==> src/rtl/smsg_pkg.sv <==
package smsg_pkg;
  localparam int FLIT_W  = 16;
  localparam int WORD_W  = 2 * FLIT_W;
  localparam int ADDR_W  = 32;
  localparam int DEST_W  = 8;
  localparam int PAY_W   = 5;
  localparam int HDR_PAD = FLIT_W - DEST_W - PAY_W;
  localparam int PAY_LSB  = 0;
  localparam int DEST_LSB = PAY_LSB + PAY_W;
  localparam int WIN_LSB  = DEST_LSB + DEST_W;
  localparam int WIN_W    = ADDR_W - WIN_LSB;
  localparam int W0_PAD   = WORD_W - DEST_W - PAY_W;

  localparam logic [FLIT_W-1:0] CRC_POLY = 16'h1021;
  localparam logic [FLIT_W-1:0] CRC_INIT = 16'hFFFF;

  typedef logic [FLIT_W-1:0] flit_t;
  typedef logic [WORD_W-1:0] word_t;

  // position of a flit inside a packet
  typedef enum logic [1:0] {FL_HDR, FL_PHI, FL_PLO, FL_CRC} flit_idx_e;

  function automatic flit_t crc_step(flit_t crc_in, flit_t data);
    flit_t c;
    logic  fb;
    c = crc_in;
    for (int i = FLIT_W - 1; i >= 0; i--) begin
      fb = c[FLIT_W-1] ^ data[i];
      c  = {c[FLIT_W-2:0], 1'b0} ^ (fb ? CRC_POLY : '0);
    end
    return c;
  endfunction
endpackage

==> src/rtl/smsg_tx.sv <==
module smsg_tx
  import smsg_pkg::*;
#(
  parameter int unsigned WIN_TAG = 'h31C5A
) (
  input  logic              clk_i,
  input  logic              rst_ni,
  input  logic              st_valid_i,
  output logic              st_ready_o,
  input  logic [ADDR_W-1:0] st_addr_i,
  input  word_t             st_data_i,
  output logic              tx_valid_o,
  input  logic              tx_ready_i,
  output flit_t             tx_flit_o
);
  localparam int NFL = 4;

  logic      in_win, accept;
  flit_t     hdr_d, crc_d;
  flit_t     flit_q [NFL];
  flit_idx_e idx_q;
  logic      busy_q;

  assign in_win = st_addr_i[ADDR_W-1:WIN_LSB] == WIN_W'(WIN_TAG);
  assign st_ready_o = !busy_q;
  assign accept = st_valid_i && st_ready_o && in_win;

  assign hdr_d = {st_addr_i[DEST_LSB +: DEST_W], st_addr_i[PAY_LSB +: PAY_W], {HDR_PAD{1'b0}}};
  assign crc_d = crc_step(crc_step(crc_step(CRC_INIT, hdr_d),
                                   st_data_i[WORD_W-1:FLIT_W]),
                          st_data_i[FLIT_W-1:0]);

  always_ff @(posedge clk_i or negedge rst_ni) begin
    if (!rst_ni) begin
      busy_q <= 1'b0;
      idx_q  <= FL_HDR;
      for (int i = 0; i < NFL; i++) flit_q[i] <= '0;
    end else if (accept) begin
      flit_q[FL_HDR] <= hdr_d;
      flit_q[FL_PHI] <= st_data_i[WORD_W-1:FLIT_W];
      flit_q[FL_PLO] <= st_data_i[FLIT_W-1:0];
      flit_q[FL_CRC] <= crc_d;
      busy_q <= 1'b1;
      idx_q  <= FL_HDR;
    end else if (busy_q && tx_ready_i) begin
      if (idx_q == FL_CRC) busy_q <= 1'b0;
      idx_q <= flit_idx_e'(idx_q + 2'd1);
    end
  end

  assign tx_valid_o = busy_q;
  assign tx_flit_o  = flit_q[idx_q];

  a_r6_tx_hold: assert property (@(posedge clk_i) disable iff (!rst_ni)
    (tx_valid_o && !tx_ready_i) |=> (tx_valid_o && $stable(tx_flit_o)));

  a_r2_hdr_dest: assert property (@(posedge clk_i) disable iff (!rst_ni)
    accept |=> (tx_valid_o &&
                tx_flit_o[FLIT_W-1 -: DEST_W] == $past(st_addr_i[DEST_LSB +: DEST_W])));
endmodule

==> src/rtl/smsg_rx.sv <==
module smsg_rx
  import smsg_pkg::*;
(
  input  logic  clk_i,
  input  logic  rst_ni,
  input  logic  rx_valid_i,
  output logic  rx_ready_o,
  input  flit_t rx_flit_i,
  output logic  msg_valid_o,
  input  logic  msg_ready_i,
  output word_t msg_word_o,
  output logic  msg_last_o,
  output logic  crc_err_o
);
  flit_idx_e idx_q;
  flit_t     hdr_q, phi_q, plo_q, crc_q;
  word_t     w0_q, w1_q;
  logic      pend_q, sel_q;
  logic      take, crc_ok;

  assign rx_ready_o = !pend_q;
  assign take       = rx_valid_i && rx_ready_o;
  assign crc_ok     = rx_flit_i == crc_q;
  assign crc_err_o  = take && idx_q == FL_CRC && !crc_ok;

  always_ff @(posedge clk_i or negedge rst_ni) begin
    if (!rst_ni) begin
      idx_q <= FL_HDR;
      hdr_q <= '0;
      phi_q <= '0;
      plo_q <= '0;
      crc_q <= CRC_INIT;
    end else if (take) begin
      idx_q <= flit_idx_e'(idx_q + 2'd1);
      unique case (idx_q)
        FL_HDR: begin hdr_q <= rx_flit_i; crc_q <= crc_step(crc_q, rx_flit_i); end
        FL_PHI: begin phi_q <= rx_flit_i; crc_q <= crc_step(crc_q, rx_flit_i); end
        FL_PLO: begin plo_q <= rx_flit_i; crc_q <= crc_step(crc_q, rx_flit_i); end
        FL_CRC: crc_q <= CRC_INIT;
        default: ;
      endcase
    end
  end

  always_ff @(posedge clk_i or negedge rst_ni) begin
    if (!rst_ni) begin
      pend_q <= 1'b0;
      sel_q  <= 1'b0;
      w0_q   <= '0;
      w1_q   <= '0;
    end else if (take && idx_q == FL_CRC && crc_ok) begin
      pend_q <= 1'b1;
      sel_q  <= 1'b0;
      w0_q   <= {{W0_PAD{1'b0}}, hdr_q[FLIT_W-1 -: DEST_W], hdr_q[HDR_PAD +: PAY_W]};
      w1_q   <= {phi_q, plo_q};
    end else if (pend_q && msg_ready_i) begin
      if (sel_q) pend_q <= 1'b0;
      sel_q <= !sel_q;
    end
  end

  assign msg_valid_o = pend_q;
  assign msg_word_o  = sel_q ? w1_q : w0_q;
  assign msg_last_o  = sel_q;

  a_r10_msg_hold: assert property (@(posedge clk_i) disable iff (!rst_ni)
    (msg_valid_o && !msg_ready_i) |=> (msg_valid_o && $stable(msg_word_o) && $stable(msg_last_o)));

  a_r7_msg_after_crc: assert property (@(posedge clk_i) disable iff (!rst_ni)
    $rose(msg_valid_o) |-> $past(rx_valid_i && rx_ready_o));

  a_r7_first_word: assert property (@(posedge clk_i) disable iff (!rst_ni)
    $rose(msg_valid_o) |-> !msg_last_o);
endmodule

==> src/rtl/smsg_sat_cnt.sv <==
module smsg_sat_cnt #(
  parameter int W = 8
) (
  input  logic         clk_i,
  input  logic         rst_ni,
  input  logic         inc_i,
  output logic [W-1:0] cnt_o
);
  localparam logic [W-1:0] MAX = '1;

  always_ff @(posedge clk_i or negedge rst_ni) begin
    if (!rst_ni)                   cnt_o <= '0;
    else if (inc_i && cnt_o != MAX) cnt_o <= cnt_o + 1'b1;
  end

  a_r9_err_sat: assert property (@(posedge clk_i) disable iff (!rst_ni)
    (cnt_o == MAX) |=> (cnt_o == MAX));

  a_r9_err_idle: assert property (@(posedge clk_i) disable iff (!rst_ni)
    !inc_i |=> $stable(cnt_o));

  a_r8_err_step: assert property (@(posedge clk_i) disable iff (!rst_ni)
    (inc_i && cnt_o != MAX) |=> (cnt_o == $past(cnt_o) + 1'b1));
endmodule

==> src/rtl/smsg_fmt.sv <==
module smsg_fmt
  import smsg_pkg::*;
#(
  parameter int unsigned WIN_TAG = 'h31C5A,
  parameter int          ERR_W   = 8
) (
  input  logic             clk_i,
  input  logic             rst_ni,
  input  logic             st_valid_i,
  output logic             st_ready_o,
  input  logic [31:0]      st_addr_i,
  input  logic [31:0]      st_data_i,
  output logic             tx_valid_o,
  input  logic             tx_ready_i,
  output logic [15:0]      tx_flit_o,
  input  logic             rx_valid_i,
  output logic             rx_ready_o,
  input  logic [15:0]      rx_flit_i,
  output logic             msg_valid_o,
  input  logic             msg_ready_i,
  output logic [31:0]      msg_word_o,
  output logic             msg_last_o,
  output logic [ERR_W-1:0] err_cnt_o
);
  logic crc_err;

  smsg_tx #(.WIN_TAG(WIN_TAG)) i_tx (
    .clk_i      (clk_i),
    .rst_ni     (rst_ni),
    .st_valid_i (st_valid_i),
    .st_ready_o (st_ready_o),
    .st_addr_i  (st_addr_i),
    .st_data_i  (st_data_i),
    .tx_valid_o (tx_valid_o),
    .tx_ready_i (tx_ready_i),
    .tx_flit_o  (tx_flit_o)
  );

  smsg_rx i_rx (
    .clk_i       (clk_i),
    .rst_ni      (rst_ni),
    .rx_valid_i  (rx_valid_i),
    .rx_ready_o  (rx_ready_o),
    .rx_flit_i   (rx_flit_i),
    .msg_valid_o (msg_valid_o),
    .msg_ready_i (msg_ready_i),
    .msg_word_o  (msg_word_o),
    .msg_last_o  (msg_last_o),
    .crc_err_o   (crc_err)
  );

  smsg_sat_cnt #(.W(ERR_W)) i_err (
    .clk_i  (clk_i),
    .rst_ni (rst_ni),
    .inc_i  (crc_err),
    .cnt_o  (err_cnt_o)
  );
endmodule

==> config.mk <==
export PLATFORM = sky130hd
export DESIGN_NAME = smsg_fmt
export DESIGN_NICKNAME = d
export VERILOG_FILES = /design/src/rtl/smsg_pkg.sv /design/src/rtl/smsg_tx.sv /design/src/rtl/smsg_rx.sv /design/src/rtl/smsg_sat_cnt.sv /design/src/rtl/smsg_fmt.sv
export SDC_FILE = /design/constraint.sdc
export NUM_CORES = 1
export LEC_CHECK = 0
export BUFFER_PORTS_ARGS = -buffer_cell sky130_fd_sc_hd__buf_4
export CAP_MARGIN = 10
export CORE_UTILIZATION = 60
export CTS_CLUSTER_SIZE = 10
export DETAILED_ROUTE_END_ITERATION = 7
export PLACE_DENSITY = 0.85
export SLEW_MARGIN = 25
export SYNTH_ARGS = -nofsm -noshare
export SYNTH_HDL_FRONTEND = slang
export SYNTH_SLANG_ARGS = --single-unit
==> constraint.sdc <==
create_clock -name clk_i -period 7.14 [get_ports clk_i]
set_input_delay 1.785 -clock clk_i [delete_from_list [all_inputs] [get_ports clk_i]]
set_output_delay 1.785 -clock clk_i [all_outputs]
set_load 0.01 [all_outputs]
==> impl_metrics.env, run 1 <==
export IMPL_status="finished clean"
export IMPL_r2r_start="i_rx.crc_q[2]"
export IMPL_grt_overflow=0
export IMPL_max_slew_margin_pct=38.94
export IMPL_core_mm2=0.01543
export IMPL_wl_mm=21.17
export IMPL_avgViaCountPerCell=5.442
export IMPL_hold_class="reg2reg"
export IMPL_pwr_share_comb_pct=50.2
export IMPL_antenna_found_initial=0
export IMPL_syn_area_per_cell_um2=11.93
export IMPL_post_cts_resized=0
export IMPL_cp_end_kind="flip-flop"
export IMPL_startpoint_type="primary input"
export IMPL_p_switching_mw=1.675
export IMPL_finalSetupTns_ps=0
export IMPL_worstMarginPinSlew_ps=915.9
export IMPL_reg2regPathDepth=6
export IMPL_yosysSeqAreaShare_pct=47.52
export IMPL_final_hold_viol_count=0
export IMPL_cts_setup_buffers=0
export IMPL_drc=0
export IMPL_syn_nets=899
export IMPL_multiInputGateArea_mm2=0.004895
export IMPL_dp_hpwl_mm=15.23
export IMPL_p_clk_share_pct=19.7
export IMPL_regToRegSetupSlack_ps=4440
export IMPL_num_fill_cells=1042
export IMPL_netlist_instances=807
export IMPL_vdd_ir_drop_max_uv=293.0
export IMPL_ff_latch_area_mm2=0.004574
export IMPL_postPlaceCellArea_mm2=0.01090
export IMPL_drv_cap=0
export IMPL_globalplace_congestion=0.8717
export IMPL_wl_per_cell_um=18.18
export IMPL_final_nets=1032
export IMPL_fin_crit_ps=4200
export IMPL_p_int_mw=2.934
export IMPL_grt_pass1_vias=6506
export IMPL_ys_async_sr_fraction_pct=100.0
export IMPL_n_antenna_cell=0
export IMPL_slew_viol_final=0
export IMPL_cts_max_level=4
export IMPL_synthDistinctLibCells=40
export IMPL_r2r_end="i_rx.w0_q[5]"
export IMPL_start_util_pct=62.39
export IMPL_grt_usage_pct=27.21
export IMPL_rows=45
export IMPL_yosys_area_top_type="dfrtp_1"
export IMPL_first_pass_iters=4
export IMPL_hold_ws_ps=464.4
export IMPL_first_iter_violations=448
export IMPL_ios=147
export IMPL_clk_pin_slew_ps=60
export IMPL_synth_edff_count=0
export IMPL_p_leak_nw=5.595
export IMPL_setup_viol=0
export IMPL_power_frac_seq_pct=30.0
export IMPL_grt_max_degree=109
export IMPL_ant_nets=0
export IMPL_layout_drive_gt1_share_pct=35.26
export IMPL_fmax_mhz=238.1
export IMPL_power_density_mw_per_mm2=401.3
export IMPL_synthFlopType="dfrtp_1"
export IMPL_path_cells="buf_4, xnor2_1, xnor3_1, xor2_1, xnor2_1, xor2_1, xor3_1, xor2_1, a21oi_1"
export IMPL_crit_top_cell="xor2_1"
export IMPL_switching_share_pct=36.35
export IMPL_synth_ff_latch_count=182
export IMPL_required_ps=7410
export IMPL_crit_type="in2reg"
export IMPL_min_delay_start="i_tx.flit_q[24]"
export IMPL_cp_slowest_cell="xnor3_1"
export IMPL_preCtsSetupSlack_ps=2529
export IMPL_yosysWarnings=0
export IMPL_cp_max_fo=5
export IMPL_fin_skew_ps=11.61
export IMPL_cts_buffers_inserted=17
export IMPL_slowest_delay_ps=480
export IMPL_vias=6334
export IMPL_cts_tree="built"
export IMPL_hold_buffers=0
export IMPL_clock_path_buffers=2
export IMPL_synth_top_cell_area_share_pct=43.16
export IMPL_cts_root_buf="clkbuf_16"
export IMPL_die_area_mm2=0.01655
export IMPL_stdcell_area_mm2=0.01149
export IMPL_synth_area_top_cells="dfrtp_1 43%, mux2_2 13%, xnor2_1 10%"
export IMPL_syn_area_mm2=0.009625
export IMPL_insertion_delay_ps=430
export IMPL_die_w_um=128.7
export IMPL_area_growth_syn_to_layout_pct=19.34
export IMPL_min_path_cells=2
export IMPL_grt_setup_unrepaired="false"
export IMPL_setup_ws_ps=2940
export IMPL_grt_pass1_wl_mm=33.80
export IMPL_io_buffers=146
export IMPL_cp_arrival_ps=4470
export IMPL_die_h_um=128.7
export IMPL_cts_sinks=182
export IMPL_finalCritPeriodShare_pct=58.82
export IMPL_min_to="i_tx.flit_q[24]"
[area by class of cell]
class | count | share of cell area [%]
clock buffers | 17 | 3.703
clock inverters | 15 | 1.351
inverters | 7 | 0.2287
multi-input cells | 580 | 42.61
flip-flops and latches | 182 | 39.82
well taps | 211 | 2.298
repair buffers | 152 | 9.988
[cell families after synthesis]
kind of cell	share of synthesized area, %
AO/OA/AOI/OAI	2.522
XOR/XNOR	21.32
adder cells (fa/ha/maj)	0.7799
buffers and inverters	1.833
flip-flops	47.52
multiplexers	15.79
AND/OR/NAND/NOR	10.23
[registers in the layout (all words and copies together), names as in the netlist]
| register | cells |
|---|---|
| i_rx.w0_q | 13 |
| i_rx.msg_last_o | 1 |
| i_rx.phi_q | 16 |
| i_rx.idx_q | 2 |
| i_rx.w1_q | 32 |
| i_rx.crc_q | 16 |
| i_rx.plo_q | 16 |
| i_tx.flit_q | 61 |
| i_err.cnt_o | 8 |
| i_rx.hdr_q | 13 |
| i_tx.tx_valid_o | 1 |
| i_tx.idx_q | 2 |
| i_rx.msg_valid_o | 1 |
[cell usage after synthesis, types with 2 or more instances]
master	n
a22o_1	3
xnor2_1	115
xnor2_2	4
ha_1	6
xnor3_1	18
nor2_1	20
o22a_1	10
clkbuf_1	29
xnor3_2	2
xnor2_4	3
o21ai_0	11
mux2_2	109
nor4b_1	2
nand4_1	6
mux4_2	13
a21oi_1	8
dfstp_2	16
buf_2	3
dfrtp_1	166
xor3_1	4
a22oi_1	2
inv_1	7
nand2_1	167
xor2_1	37
and2_1	19
nor4bb_1	2
nand3_1	7
buf_1	5
nor2b_1	2
[power groups by stage]
stage | Combinational, mW | Clock [mW] | Sequential (mW)
6_report | 2.32 | 0.910 | 1.38
5_1_grt | 2.50 | 0.968 | 1.41
4_1_cts | 2.33 | 0.921 | 1.38
3_5_place_dp | 2.30 | 0 | 1.40
3_3_place_gp | 2.22 | 0 | 1.38
2_1_floorplan | 1.89 | 0 | 1.37
[through the flow]
stage | util (%) | power, mW | std cells
floorplan | - | 3.264 | 807
global placement | 70.66 | 3.606 | 1132
detailed placement | 70.66 | 3.701 | 1132
CTS | 74.42 | 4.633 | 1164
global route | 74.46 | 4.870 | 1164
finish | 74.46 | 4.610 | 1164
[layer usage]
metal / global-route usage (%) / wire, um / share of wire, % / vias up
met2: 47.63 / 11200 / 53 / 161
met4: 8.858 / 367 / 1.7 / 0
met5: 0 / 0 / 0 / -
met1: 34.43 / 8611 / 41 / 3195
li1: - / - / - / 2948
met3: 4.782 / 989 / 4.7 / 30
[how the worst max path moves through the flow]
stage | depth (start not counted) | slack, ps | from | end
2_1_floorplan | 9 | 2850 | st_addr_i[6] | i_tx.flit_q[15]
3_3_place_gp | 9 | 2650 | st_addr_i[6] | i_tx.flit_q[7]
3_5_place_dp | 9 | 2530 | st_addr_i[6] | i_tx.flit_q[7]
4_1_cts | 9 | 2940 | st_addr_i[6] | i_tx.flit_q[7]
5_1_grt | 9 | 2810 | st_addr_i[6] | i_tx.flit_q[7]
6_report | 9 | 2940 | st_addr_i[6] | i_tx.flit_q[7]
[worst max-delay path, delay by kind of cell]
family | cells | cell delay (ps)
AOI/OAI and AO/OA | 1 | 80
xor gates and xnor gates | 7 | 2460
buffers and inverters | 1 | 150
[cells in the final DEF, fill, tap and decap left out, types with 3 or more instances in the layout]
master / instances
xor3_1: 4
ha_1: 6
xnor3_1: 18
dfrtp_1: 166
and2_1: 19
xor2_1: 37
xnor2_4: 3
buf_4: 151
nand2_1: 167
mux4_2: 13
a21oi_1: 8
nand3_1: 7
xnor2_1: 115
o22a_1: 10
nor2_1: 19
a22o_1: 3
nand4_1: 6
o21ai_0: 11
inv_1: 7
inv_8: 6
dfstp_2: 16
clkbuf_16: 17
mux2_2: 109
xnor2_2: 4
No activity file was read; power rests on OpenSTA's default activity.
==> inputs of run 2 (changes only) <==
--- a/config.mk
+++ b/config.mk
@@ -7,10 +7,10 @@
 export LEC_CHECK = 0
 export BUFFER_PORTS_ARGS = -buffer_cell sky130_fd_sc_hd__buf_4
 export CAP_MARGIN = 10
-export CORE_UTILIZATION = 60
+export CORE_UTILIZATION = 58
 export CTS_CLUSTER_SIZE = 10
 export DETAILED_ROUTE_END_ITERATION = 7
-export PLACE_DENSITY = 0.85
+export PLACE_DENSITY = 0.82
 export SLEW_MARGIN = 25
 export SYNTH_ARGS = -nofsm -noshare
 export SYNTH_HDL_FRONTEND = slang
==> constraint.sdc (replaced) <==
create_clock -name clk_i -period 4 [get_ports clk_i]
set_input_delay 1 -clock clk_i [delete_from_list [all_inputs] [get_ports clk_i]]
set_output_delay 1 -clock clk_i [all_outputs]
set_load 0.01 [all_outputs]
==> run 2 against run 1 <==
  * Via count grew 0.41%
  * First-iteration DRC count down 32%
  * Hold slack improved by 2.7 ps
  * Critical path depth stayed put
  * Non-clock buffer count grew 4
  * Sequential share of layout area decreased by 0.23 points
  * Register-to-register slack worse by 3000 ps
  * Clock power up 77%
  * Sequential power rose by 79%
  * Clock-buffer cell count grew 1
  * Critical path type unchanged
  * Critical endpoint is now i_tx.flit_q[6]
==> impl_metrics.env, run 2 (synthesized netlist as in run 1, its figures left out) <==
export IMPL_dp_hpwl_mm=15.26
export IMPL_layout_drive_gt1_share_pct=35.53
export IMPL_clk_pin_slew_ps=70
export IMPL_switching_share_pct=35.71
export IMPL_clock_path_buffers=2
export IMPL_multiInputGateArea_mm2=0.004895
export IMPL_cp_max_fo=5
export IMPL_wl_mm=21.06
export IMPL_fmax_mhz=309.5
export IMPL_hold_class="reg2reg"
export IMPL_cts_setup_buffers=0
export IMPL_drc=0
export IMPL_largestRegisters="i_tx.flit_q x61, i_rx.w1_q x32"
export IMPL_rows=46
export IMPL_grt_setup_unrepaired="false"
export IMPL_fin_skew_ps=10.23
export IMPL_grt_usage_pct=27.01
export IMPL_insertion_delay_ps=430
export IMPL_core_mm2=0.01606
export IMPL_slew_viol_final=0
export IMPL_grt_pass1_wl_mm=34.28
export IMPL_final_hold_viol_count=0
export IMPL_num_fill_cells=1089
export IMPL_finalSetupTns_ps=0
export IMPL_p_clk_share_pct=19.7
export IMPL_power_frac_seq_pct=30.2
export IMPL_stdcell_area_mm2=0.01155
export IMPL_worstMarginPinSlew_ps=871.9
export IMPL_ios=147
export IMPL_postPlaceCellArea_mm2=0.01097
export IMPL_p_int_mw=5.249
export IMPL_reg2regPathDepth=7
export IMPL_die_area_mm2=0.01712
export IMPL_required_ps=4300
export IMPL_final_nets=1036
export IMPL_cp_end_kind="flip-flop"
export IMPL_ant_nets=0
export IMPL_grt_max_degree=79
export IMPL_first_iter_violations=305
export IMPL_finalCritPeriodShare_pct=80.78
export IMPL_cts_max_level=4
export IMPL_min_path_cells=2
export IMPL_power_density_mw_per_mm2=706.7
export IMPL_first_pass_iters=4
export IMPL_largest_reg_flops=61
export IMPL_globalplace_congestion=0.9252
export IMPL_ff_latch_area_mm2=0.004574
export IMPL_post_cts_resized=0
export IMPL_avgViaCountPerCell=5.422
export IMPL_drv_cap=0
export IMPL_cts_root_buf="clkbuf_16"
export IMPL_crit_type="in2reg"
export IMPL_p_total_mw=8.165
export IMPL_n_antenna_cell=0
export IMPL_wl_per_cell_um=17.95
export IMPL_cp_arrival_ps=3530
export IMPL_cts_tree="built"
export IMPL_antenna_found_initial=0
export IMPL_status="finished clean"
export IMPL_area_growth_syn_to_layout_pct=20.03
export IMPL_start_util_pct=59.94
export IMPL_io_buffers=146
export IMPL_cts_buffers_inserted=17
export IMPL_max_slew_margin_pct=41.73
export IMPL_layout_commonest_cell="nand2_1"
export IMPL_vias=6360
export IMPL_setup_viol=0
export IMPL_die_h_um=130.8
export IMPL_hold_buffers=0
export IMPL_p_switching_mw=2.916
export IMPL_fin_crit_ps=3231
export IMPL_top_register="i_tx.flit_q"
export IMPL_die_w_um=130.8
export IMPL_startpoint_type="primary input"
export IMPL_pwr_share_comb_pct=50.1
export IMPL_grt_pass1_vias=6676
export IMPL_p_leak_nw=5.620
export IMPL_grt_overflow=0
export IMPL_vdd_ir_drop_max_uv=568.9
export IMPL_cts_sinks=182
export IMPL_mostFrequentLayoutCells="167 x nand2_1, 166 x dfrtp_1, 152 x buf_4"
run 2: cell types whose count changed in the layout (fill, tap and decap cells not counted), sizes merged:
cell    change
buf         +5
inv         -2
clkinv      +1
run 2: layer usage:
| metal | global-route usage, % | up-vias | share of wire, % |
|---|---|---|---|
| met2 | 46.87 | 171 | 52 |
| met1 | 33.64 | 3192 | 42 |
| met3 | 5.415 | 33 | 4.7 |
| met5 | 0 | - | 0 |
| met4 | 9.601 | 0 | 2.1 |
| li1 | - | 2964 | - |
run 2: path summary, 6_finish.rpt:
path | slack [ps] | end | startpoint
setup / recovery | 770 | i_tx.flit_q[6] | st_addr_i[5]
hold / removal | 470 | i_tx.flit_q[56] | i_tx.flit_q[56]
setup reg to reg | 1470 | i_rx.crc_q[14] | i_rx.crc_q[14]
hold reg to reg | 470 | i_tx.flit_q[56] | i_tx.flit_q[56]
max in group asynchronous | 2470 | i_rx.w1_q[20] | rst_ni
min in group asynchronous | 570 | i_err.cnt_o[5] | rst_ni
run 2: layout make-up:
type / instances / share of cell area, %
multi-input cells: 580 / 42.37
repair buffers: 156 / 10.49
clock buffers: 18 / 3.801
well taps: 216 / 2.339
inverters: 7 / 0.2274
flip-flops and latches: 182 / 39.59
clock inverters: 14 / 1.180
run 2: worst max-delay path, cell delays in order:
cell,delay (ps)
buf_4,140
xnor2_2,380
xnor3_2,580
xnor2_4,270
xnor2_4,180
xnor3_1,420
xnor2_2,280
xor2_1,180
a21oi_1,100
run 2: power by group through the flow:
stage / logic (mW) / registers [mW] / clock network, mW
2_1_floorplan: 3.38 / 2.45 / 0
3_3_place_gp: 3.97 / 2.47 / 0
3_5_place_dp: 4.06 / 2.50 / 0
4_1_cts: 4.09 / 2.47 / 1.64
5_1_grt: 4.43 / 2.51 / 1.71
6_report: 4.09 / 2.47 / 1.61
run 2: per-stage QoR:
step                      hold slack, ps  worst slack [ps]  util (%)  cells
final                              467.0             768.8     71.95   1173
after global routing               490.5             692.0     71.95   1173
after global placement             443.9             392.9     68.34   1141
after detailed placement           454.2             319.7     68.34   1141
after floorplan                    433.1             492.9         -    807
after CTS                          469.5             775.4     71.93   1173
